<file path="config.mk">
export PLATFORM = sky130hd
export DESIGN_NAME = spi_flash_ctrl
export DESIGN_NICKNAME = d
export VERILOG_FILES = /design/src/rtl/spif_pkg.sv /design/src/rtl/spif_clkdiv.sv /design/src/rtl/spif_byte_engine.sv /design/src/rtl/spi_flash_ctrl.sv
export SDC_FILE = /design/constraint.sdc
export NUM_CORES = 1
export LEC_CHECK = 0
export BUFFER_PORTS_ARGS = -buffer_cell sky130_fd_sc_hd__buf_2
export CORE_ASPECT_RATIO = 1.5
export CORE_UTILIZATION = 45
export CTS_CLUSTER_DIAMETER = 40
export DETAILED_ROUTE_END_ITERATION = 10
export GPL_TIMING_DRIVEN = 0
export PLACE_DENSITY = 0.63
export SYNTH_ARGS = -nofsm -noshare
export SYNTH_HDL_FRONTEND = slang
export SYNTH_HIERARCHICAL = 1
export SYNTH_SLANG_ARGS = --single-unit
</file>
<file path="constraint.sdc">
create_clock -name clk -period 2.7 [get_ports clk]
set_input_delay 0.135 -clock clk [delete_from_list [all_inputs] [get_ports clk]]
set_output_delay 0.135 -clock clk [all_outputs]
set_load 0.02 [all_outputs]
</file>
<file path="src/rtl/spif_pkg.sv">
package spif_pkg;

    typedef enum logic [1:0] {
        OP_READ  = 2'd0,
        OP_PROG  = 2'd1,
        OP_ERASE = 2'd2,
        OP_STAT  = 2'd3
    } spif_op_e;

    typedef enum logic [2:0] {
        S_IDLE,
        S_SEND,
        S_WAIT,
        S_LOAD,
        S_PUSH,
        S_GAP,
        S_FIN
    } spif_st_e;

    typedef enum logic [1:0] {
        F_WEN,
        F_MAIN,
        F_POLL
    } spif_frame_e;

    localparam logic [7:0] CMD_READ  = 8'h03;
    localparam logic [7:0] CMD_PROG  = 8'h02;
    localparam logic [7:0] CMD_ERASE = 8'h20;
    localparam logic [7:0] CMD_RDSR  = 8'h05;
    localparam logic [7:0] CMD_WEN   = 8'h06;

    function automatic logic [7:0] opcode_of(spif_op_e op);
        case (op)
            OP_READ:  return CMD_READ;
            OP_PROG:  return CMD_PROG;
            OP_ERASE: return CMD_ERASE;
            default:  return CMD_RDSR;
        endcase
    endfunction

endpackage

</file>
<file path="src/rtl/spif_clkdiv.sv">
module spif_clkdiv #(
    parameter int HALF = 2
) (
    input  logic clk,
    input  logic rst_n,
    input  logic run,
    output logic tick
);
    localparam int CW = (HALF > 1) ? $clog2(HALF) : 1;

    logic [CW-1:0] cnt_d, cnt_q;

    always_comb begin
        tick  = run && (cnt_q == CW'(HALF - 1));
        cnt_d = cnt_q;
        if (!run || tick) cnt_d = '0;
        else              cnt_d = cnt_q + CW'(1);
    end

    always_ff @(posedge clk or negedge rst_n) begin
        if (!rst_n) cnt_q <= '0;
        else        cnt_q <= cnt_d;
    end

endmodule

</file>
<file path="src/rtl/spif_byte_engine.sv">
module spif_byte_engine #(
    parameter int HALF = 2
) (
    input  logic       clk,
    input  logic       rst_n,
    input  logic       start,
    input  logic [7:0] tx_byte,
    input  logic       miso,
    output logic       busy,
    output logic       xfer_done,
    output logic [7:0] rx_byte,
    output logic       sck,
    output logic       mosi
);
    typedef struct packed {
        logic       busy;
        logic       sck;
        logic [2:0] bitn;
        logic [7:0] tx;
        logic [7:0] rx;
    } eng_s;

    eng_s q, n;
    logic tick;

    spif_clkdiv #(.HALF(HALF)) u_div (
        .clk  (clk),
        .rst_n(rst_n),
        .run  (q.busy),
        .tick (tick)
    );

    always_comb begin
        n         = q;
        xfer_done = 1'b0;
        if (!q.busy) begin
            if (start) begin
                n.busy = 1'b1;
                n.sck  = 1'b0;
                n.bitn = 3'd0;
                n.tx   = tx_byte;
            end
        end else if (tick) begin
            if (!q.sck) begin
                n.sck = 1'b1;
                n.rx  = {q.rx[6:0], miso};
            end else begin
                n.sck = 1'b0;
                if (q.bitn == 3'd7) begin
                    n.busy    = 1'b0;
                    xfer_done = 1'b1;
                end else begin
                    n.bitn = q.bitn + 3'd1;
                    n.tx   = {q.tx[6:0], 1'b0};
                end
            end
        end
    end

    always_ff @(posedge clk or negedge rst_n) begin
        if (!rst_n) q <= '0;
        else        q <= n;
    end

    assign busy    = q.busy;
    assign rx_byte = q.rx;
    assign sck     = q.sck;
    assign mosi    = q.tx[7];

    // outgoing bit moves only on a falling clock inside a byte
    assert_shift_on_fall_R2: assert property (@(posedge clk) disable iff (!rst_n)
        (q.busy && $past(q.busy) && !$fell(q.sck)) |-> $stable(q.tx));

    // incoming bit captured only on a rising clock inside a byte
    assert_sample_on_rise_R2: assert property (@(posedge clk) disable iff (!rst_n)
        (q.busy && $past(q.busy) && !$rose(q.sck)) |-> $stable(q.rx));

    // clock rests low outside a byte
    assert_sck_idle_R2: assert property (@(posedge clk) disable iff (!rst_n)
        !q.busy |-> !q.sck);

endmodule

</file>
<file path="src/rtl/spi_flash_ctrl.sv">
module spi_flash_ctrl
    import spif_pkg::*;
#(
    parameter int CLK_DIV    = 4,
    parameter int CS_GAP     = 3,
    parameter int PAGE_BYTES = 256,
    parameter int LEN_W      = 9
) (
    input  logic             clk,
    input  logic             rst_n,
    input  logic             req_valid,
    output logic             req_ready,
    input  logic [1:0]       req_op,
    input  logic [23:0]      req_addr,
    input  logic [LEN_W-1:0] req_len,
    input  logic             wr_valid,
    output logic             wr_ready,
    input  logic [7:0]       wr_data,
    output logic             rd_valid,
    input  logic             rd_ready,
    output logic [7:0]       rd_data,
    output logic             done,
    output logic             err,
    output logic             sf_sck,
    output logic             sf_cs_n,
    output logic             sf_mosi,
    input  logic             sf_miso
);
    localparam int HALF  = (CLK_DIV / 2 < 1) ? 1 : CLK_DIV / 2;
    localparam int GAP   = (CS_GAP < 1) ? 1 : CS_GAP;
    localparam int GAP_W = (GAP > 1) ? $clog2(GAP) : 1;

    typedef struct packed {
        spif_st_e         st;
        spif_frame_e      frame;
        spif_op_e         op;
        logic [23:0]      addr;
        logic [LEN_W-1:0] rem;
        logic [1:0]       idx;
        logic             dph;
        logic [7:0]       tx;
        logic             cs_n;
        logic [7:0]       rdat;
        logic             rdv;
        logic             done;
        logic             err;
        logic             rej;
        logic             wip;
        logic [GAP_W-1:0] gap;
    } ctl_s;

    ctl_s q, n;

    logic       eng_start, eng_busy, eng_done;
    logic [7:0] eng_rx;
    logic       close;
    logic [1:0] hdr_last;
    logic       has_data;
    logic       bad_req;
    spif_op_e   in_op;

    spif_byte_engine #(.HALF(HALF)) u_eng (
        .clk      (clk),
        .rst_n    (rst_n),
        .start    (eng_start),
        .tx_byte  (q.tx),
        .miso     (sf_miso),
        .busy     (eng_busy),
        .xfer_done(eng_done),
        .rx_byte  (eng_rx),
        .sck      (sf_sck),
        .mosi     (sf_mosi)
    );

    function automatic logic [7:0] addr_byte(logic [23:0] a, logic [1:0] i);
        case (i)
            2'd1:    return a[23:16];
            2'd2:    return a[15:8];
            default: return a[7:0];
        endcase
    endfunction

    always_comb begin
        in_op   = spif_op_e'(req_op);
        bad_req = ((in_op == OP_READ || in_op == OP_PROG) && req_len == '0) ||
                  (in_op == OP_PROG && req_len > LEN_W'(PAGE_BYTES));

        hdr_last = 2'd0;
        has_data = 1'b0;
        case (q.frame)
            F_WEN:  begin hdr_last = 2'd0; has_data = 1'b0; end
            F_POLL: begin hdr_last = 2'd0; has_data = 1'b1; end
            default: begin
                hdr_last = (q.op == OP_STAT) ? 2'd0 : 2'd3;
                has_data = (q.op != OP_ERASE);
            end
        endcase

        n         = q;
        n.done    = 1'b0;
        n.err     = 1'b0;
        eng_start = 1'b0;
        close     = 1'b0;
        req_ready = (q.st == S_IDLE);
        wr_ready  = (q.st == S_LOAD);

        case (q.st)
            S_IDLE: begin
                if (req_valid) begin
                    n.op   = in_op;
                    n.addr = req_addr;
                    n.rem  = (in_op == OP_STAT) ? LEN_W'(1) : req_len;
                    n.rej  = bad_req;
                    n.idx  = 2'd0;
                    n.dph  = 1'b0;
                    if (bad_req) begin
                        n.st = S_FIN;
                    end else if (in_op == OP_PROG || in_op == OP_ERASE) begin
                        n.frame = F_WEN;
                        n.tx    = CMD_WEN;
                        n.st    = S_SEND;
                    end else begin
                        n.frame = F_MAIN;
                        n.tx    = opcode_of(in_op);
                        n.st    = S_SEND;
                    end
                end
            end
            S_SEND: begin
                eng_start = 1'b1;
                n.cs_n    = 1'b0;
                n.st      = S_WAIT;
            end
            S_WAIT: begin
                if (eng_done) begin
                    if (!q.dph) begin
                        if (q.idx != hdr_last) begin
                            n.idx = q.idx + 2'd1;
                            n.tx  = addr_byte(q.addr, q.idx + 2'd1);
                            n.st  = S_SEND;
                        end else if (has_data) begin
                            n.dph = 1'b1;
                            if (q.frame == F_MAIN && q.op == OP_PROG) begin
                                n.st = S_LOAD;
                            end else begin
                                n.tx = 8'h00;
                                n.st = S_SEND;
                            end
                        end else begin
                            close = 1'b1;
                        end
                    end else if (q.frame == F_POLL) begin
                        n.wip = eng_rx[0];
                        close = 1'b1;
                    end else if (q.op == OP_PROG) begin
                        n.rem = q.rem - LEN_W'(1);
                        if (q.rem == LEN_W'(1)) close = 1'b1;
                        else                    n.st  = S_LOAD;
                    end else begin
                        n.rdat = eng_rx;
                        n.rdv  = 1'b1;
                        n.rem  = q.rem - LEN_W'(1);
                        n.st   = S_PUSH;
                    end
                end
            end
            S_LOAD: begin
                if (wr_valid) begin
                    n.tx = wr_data;
                    n.st = S_SEND;
                end
            end
            S_PUSH: begin
                if (rd_ready) begin
                    n.rdv = 1'b0;
                    if (q.rem == '0) begin
                        close = 1'b1;
                    end else begin
                        n.tx = 8'h00;
                        n.st = S_SEND;
                    end
                end
            end
            S_GAP: begin
                if (q.gap == GAP_W'(GAP - 1)) begin
                    n.gap = '0;
                    n.idx = 2'd0;
                    n.dph = 1'b0;
                    case (q.frame)
                        F_WEN: begin
                            n.frame = F_MAIN;
                            n.tx    = opcode_of(q.op);
                            n.st    = S_SEND;
                        end
                        F_MAIN: begin
                            if (q.op == OP_PROG || q.op == OP_ERASE) begin
                                n.frame = F_POLL;
                                n.tx    = CMD_RDSR;
                                n.st    = S_SEND;
                            end else begin
                                n.st = S_FIN;
                            end
                        end
                        default: begin
                            if (q.wip) begin
                                n.tx = CMD_RDSR;
                                n.st = S_SEND;
                            end else begin
                                n.st = S_FIN;
                            end
                        end
                    endcase
                end else begin
                    n.gap = q.gap + GAP_W'(1);
                end
            end
            S_FIN: begin
                n.done = 1'b1;
                n.err  = q.rej;
                n.st   = S_IDLE;
            end
            default: n.st = S_IDLE;
        endcase

        if (close) begin
            n.cs_n = 1'b1;
            n.gap  = '0;
            n.st   = S_GAP;
        end
    end

    always_ff @(posedge clk or negedge rst_n) begin
        if (!rst_n) begin
            q       <= '0;
            q.st    <= S_IDLE;
            q.frame <= F_MAIN;
            q.op    <= OP_READ;
            q.cs_n  <= 1'b1;
        end else begin
            q <= n;
        end
    end

    assign rd_valid = q.rdv;
    assign rd_data  = q.rdat;
    assign done     = q.done;
    assign err      = q.err;
    assign sf_cs_n  = q.cs_n;

    // chip select released only between bytes, with the clock low
    assert_cs_release_aligned_R3: assert property (@(posedge clk) disable iff (!rst_n)
        $rose(sf_cs_n) |-> (!eng_busy && !sf_sck));

    // no clock activity while deselected
    assert_no_sck_when_deselected_R3: assert property (@(posedge clk) disable iff (!rst_n)
        sf_cs_n |-> !sf_sck);

    // only status frames are issued while the device reported busy
    assert_busy_only_status_R6: assert property (@(posedge clk) disable iff (!rst_n)
        (q.st == S_SEND && q.frame != F_POLL) |-> !q.wip);

    // a program data phase never exceeds one page
    assert_page_limit_R7: assert property (@(posedge clk) disable iff (!rst_n)
        (q.op == OP_PROG && q.frame == F_MAIN && q.dph && q.st != S_IDLE)
            |-> (q.rem <= LEN_W'(PAGE_BYTES)));

    // done is a single-cycle pulse and err only accompanies it
    assert_done_pulse_R9: assert property (@(posedge clk) disable iff (!rst_n)
        done |=> !done);
    assert_err_with_done_R9: assert property (@(posedge clk) disable iff (!rst_n)
        err |-> done);

    // a read byte is held until taken
    assert_rd_hold_R10: assert property (@(posedge clk) disable iff (!rst_n)
        (rd_valid && !rd_ready) |=> (rd_valid && $stable(rd_data)));

endmodule

</file>
==> results.yml <==
worst_setup_path:
  arrival_ns: 2.84
  path_cells: "clkbuf_1 > nand2b_1 > a32o_1 > o211ai_1 > nand4_1 > or4_1 > buf_6 > mux2_4"
  crit_fanout: 10
  path_delay_family: "simple AND/OR/NAND/NOR gates"
  path_class: "flip-flop to flip-flop"
  crit_slowest_cell: "or4_1"
  r2r_setup_slack_ns: 0.09
  critPathMaxStageDelay_ns: 0.54
  start_kind: "flip-flop"
  cp-end-kind: "flip-flop"
  crit_buf_inv: 2
  cp.required_ns: 2.92
yosys:
  yosysWarnings: 6
  async_flop_share: 1.000
  netlist_area_um2: 4922
  synth_top_cell_by_area: "dfrtp_1"
  ys_ff_latch: 89
  avgSynthCellArea_um2: 10.63
  ys.flop_type: "dfrtp_1"
  synth_area_leaders: "dfrtp_1, mux2_2, mux2_4"
  yosysTopAreaCellShare: 0.4423
  ys_types: 63
  synth-edff-count: 0
  syn_nets: 527
  seq_area_frac_synth: 0.4530
  synthCells: 463
clocking:
  cts_root_buf: "clkbuf_16"
  cts_buffer_depth: 2
  clk_pin_slew_ns: 0.06
  tritoncts: "yes"
  cts_setup_buffers: 0
  clk_latency_ns: 0.34
  cts-htree-levels: 3
  cts_sinks: 89
  cts_made_buffers: 9
finish:
  nNetsFinal: 603
  final_common_cell: "dfrtp_1"
  final_layout_size_suffix_gt1_frac: 0.3217
  diodes: 0
  mostFrequentLayoutCells: "dfrtp_1, buf_2, o21ai_0"
  syn_to_final_growth_pct: 18.00
sta:
  slew_headroom: 0.5980
  layout_setup_ws_ns: 0.08518
  hold_viol: 0
  slew_violations: 0
  worst_slew_pin_slew_ns: 0.5978
  post-route-period-util: 0.9685
  fmax_ghz: 0.3824
  fin_crit_ns: 2.615
  clock_skew_ns: 0.006912
  finalSetupViolCount: 0
power_and_ir_drop:
  clockPowerShare: 0.223
  power.internal_mw: 3.988
  power_frac_comb: 0.439
  pwr-share-seq: 0.337
  power_switching_share: 0.3612
  peakVddDrop_mv: 0.6356
  p_leak_nw: 2.772
  switchingPower_mw: 2.255
  powerDensity_nw_per_um2: 1075
  total_power_mw: 6.243
floorplanning:
  core-area_um2: 10590
  start_util: 0.4648
  fp-row-count: 46
  die_x_um: 87.40
  io_pins: 65
  die_area_um2: 11370
  die_h_um: 130.1
global_route:
  grt_first_pass_wirelength_um: 18970
  grt_max_degree: 46
  grt.total_usage: 0.2183
  grt_overflow: 0
  first_global_vias: 3907
  antenna_found_initial: 0
detailed_routing:
  remaining_drc_errors: 0
  vias: 3795
  drtIter0Drc: 167
  firstDrtPassIters: 4
  vias_per_cell: 5.516
  drtAntennaViolNets: 0
  drt-wirelength-per-cell_um: 16.66
  drt_wl_total_um: 11460
placed_design:
  gp_congestion: 0.9236
  port_buffers: 64
  post-place-ws_ns: 0.009295
  dpl.hpwl_um: 8492
job:
  maxCapViolCount: 0
run_status:
  status: "finished clean"
worst_hold_path:
  min_path_type: "primary input to flip-flop"
-- worst reg2reg max path, stage by stage (launching register included) --
cell,delay [ns]
dfstp_2,0.53
clkbuf_1,0.35
nand2b_1,0.10
a32o_1,0.27
o211ai_1,0.11
nand4_1,0.12
or4_1,0.54
buf_6,0.18
mux2_4,0.30
-- cells by family (layout without fill, tap and decap cells) --
group                    after synthesis  count (layout)  share of synthesized area
multiplexers                          60              60                     0.1535
AO/OA/AOI/OAI                        116             116                     0.1553
adder cells (fa/ha/maj)               15              15                    0.03813
buffers and inverters                 57             138                    0.06202
flip-flops                            89              89                     0.4530
AND/OR/NAND/NOR                      126             126                     0.1380
-- flip-flops by register name (all words and copies together) (netlist names) --
register           count
q                     55
u_eng/q               10
rd_data                8
u_eng/rx_byte          8
done                   1
err                    1
rd_valid               1
sf_cs_n                1
u_eng/busy             1
u_eng/mosi             1
u_eng/sck              1
u_eng/u_div/cnt_q      1
-- metrics by stage --
stage               hold WS, ns  cells    util  area, um^2   TNS [ns]
finish                  0.01878    688  0.5484        5808          0
global placement         0.3665    671  0.5121        5423  -0.004210
floorplan               -0.1606    463       -        4922          0
CTS                    0.003221    689  0.5479        5802          0
detailed placement       0.1716    672  0.5149        5453          0
global route            0.01647    688  0.5484        5808  -0.007173
-- final timing paths --
kind	from	to	depth (start not counted)
worst min register to register	rd_data[0]$_DFFE_PN0P_	rd_data[0]$_DFFE_PN0P_	2
worst max register to register	q[62]$_DFFE_PN1P_	q[17]$_DFFE_PN0P_	8
worst max-delay path	q[62]$_DFFE_PN1P_	q[17]$_DFFE_PN0P_	8
worst min-delay path	rd_ready	rd_valid$_DFFE_PN0P_	2
max in group asynchronous	rst_n	q[62]$_DFFE_PN1P_	3
min in group asynchronous	rst_n	u_eng/mosi$_DFFE_PN0P_	2
-- final cells by class --
cell class | instances | area [um^2]
clock inverter | 5 | 85.08
multi-input combinational | 317 | 2395
inverter | 20 | 75.07
fill | 1010 | 4782
clock buffer | 11 | 252.7
buffer | 36 | 230.2
tap | 144 | 180.2
sequential | 89 | 2230
timing repair buffer | 66 | 360.3
-- cells in the mapped netlist, types with 5 or more instances --
cell,instances
a21oi_1,25
a22o_1,17
a22oi_1,6
and2_1,6
and3_1,5
buf_4,16
clkbuf_1,13
dfrtp_1,87
ha_1,15
inv_1,20
mux2_2,32
mux2_4,23
mux2i_1,5
nand2_1,29
nand2b_1,7
nand3_1,6
nor2_1,32
nor2b_1,10
o21ai_0,35
-- timing repair --
item / in CTS / in global routing
endpoints found under the hold margin: 44 / 0
hold buffers: 1 / 0
setup endpoints to repair: 1 / 19
gates resized for setup: 1 / 5
cloned: 0 / 0
-- metal layers --
| layer | up-vias | part of all wire | track usage |
|---|---|---|---|
| met1 | 1889 | 0.43 | 0.2673 |
| met5 | - | 0 | 0 |
| met4 | 0 | 0.023 | 0.1099 |
| met3 | 19 | 0.033 | 0.03605 |
| met2 | 78 | 0.51 | 0.3695 |
| li1 | 1809 | - | - |
-- power by group through the flow --
stage	Combinational [mW]	Clock, mW	Sequential (mW)
finish	2.74	1.39	2.11
global route	3.01	1.48	2.17
CTS	2.74	1.42	2.10
detailed placement	2.72	0	2.13
global placement	2.66	0	2.10
floorplan	2.10	0	2.06
Power figures use the tool's default switching activity.
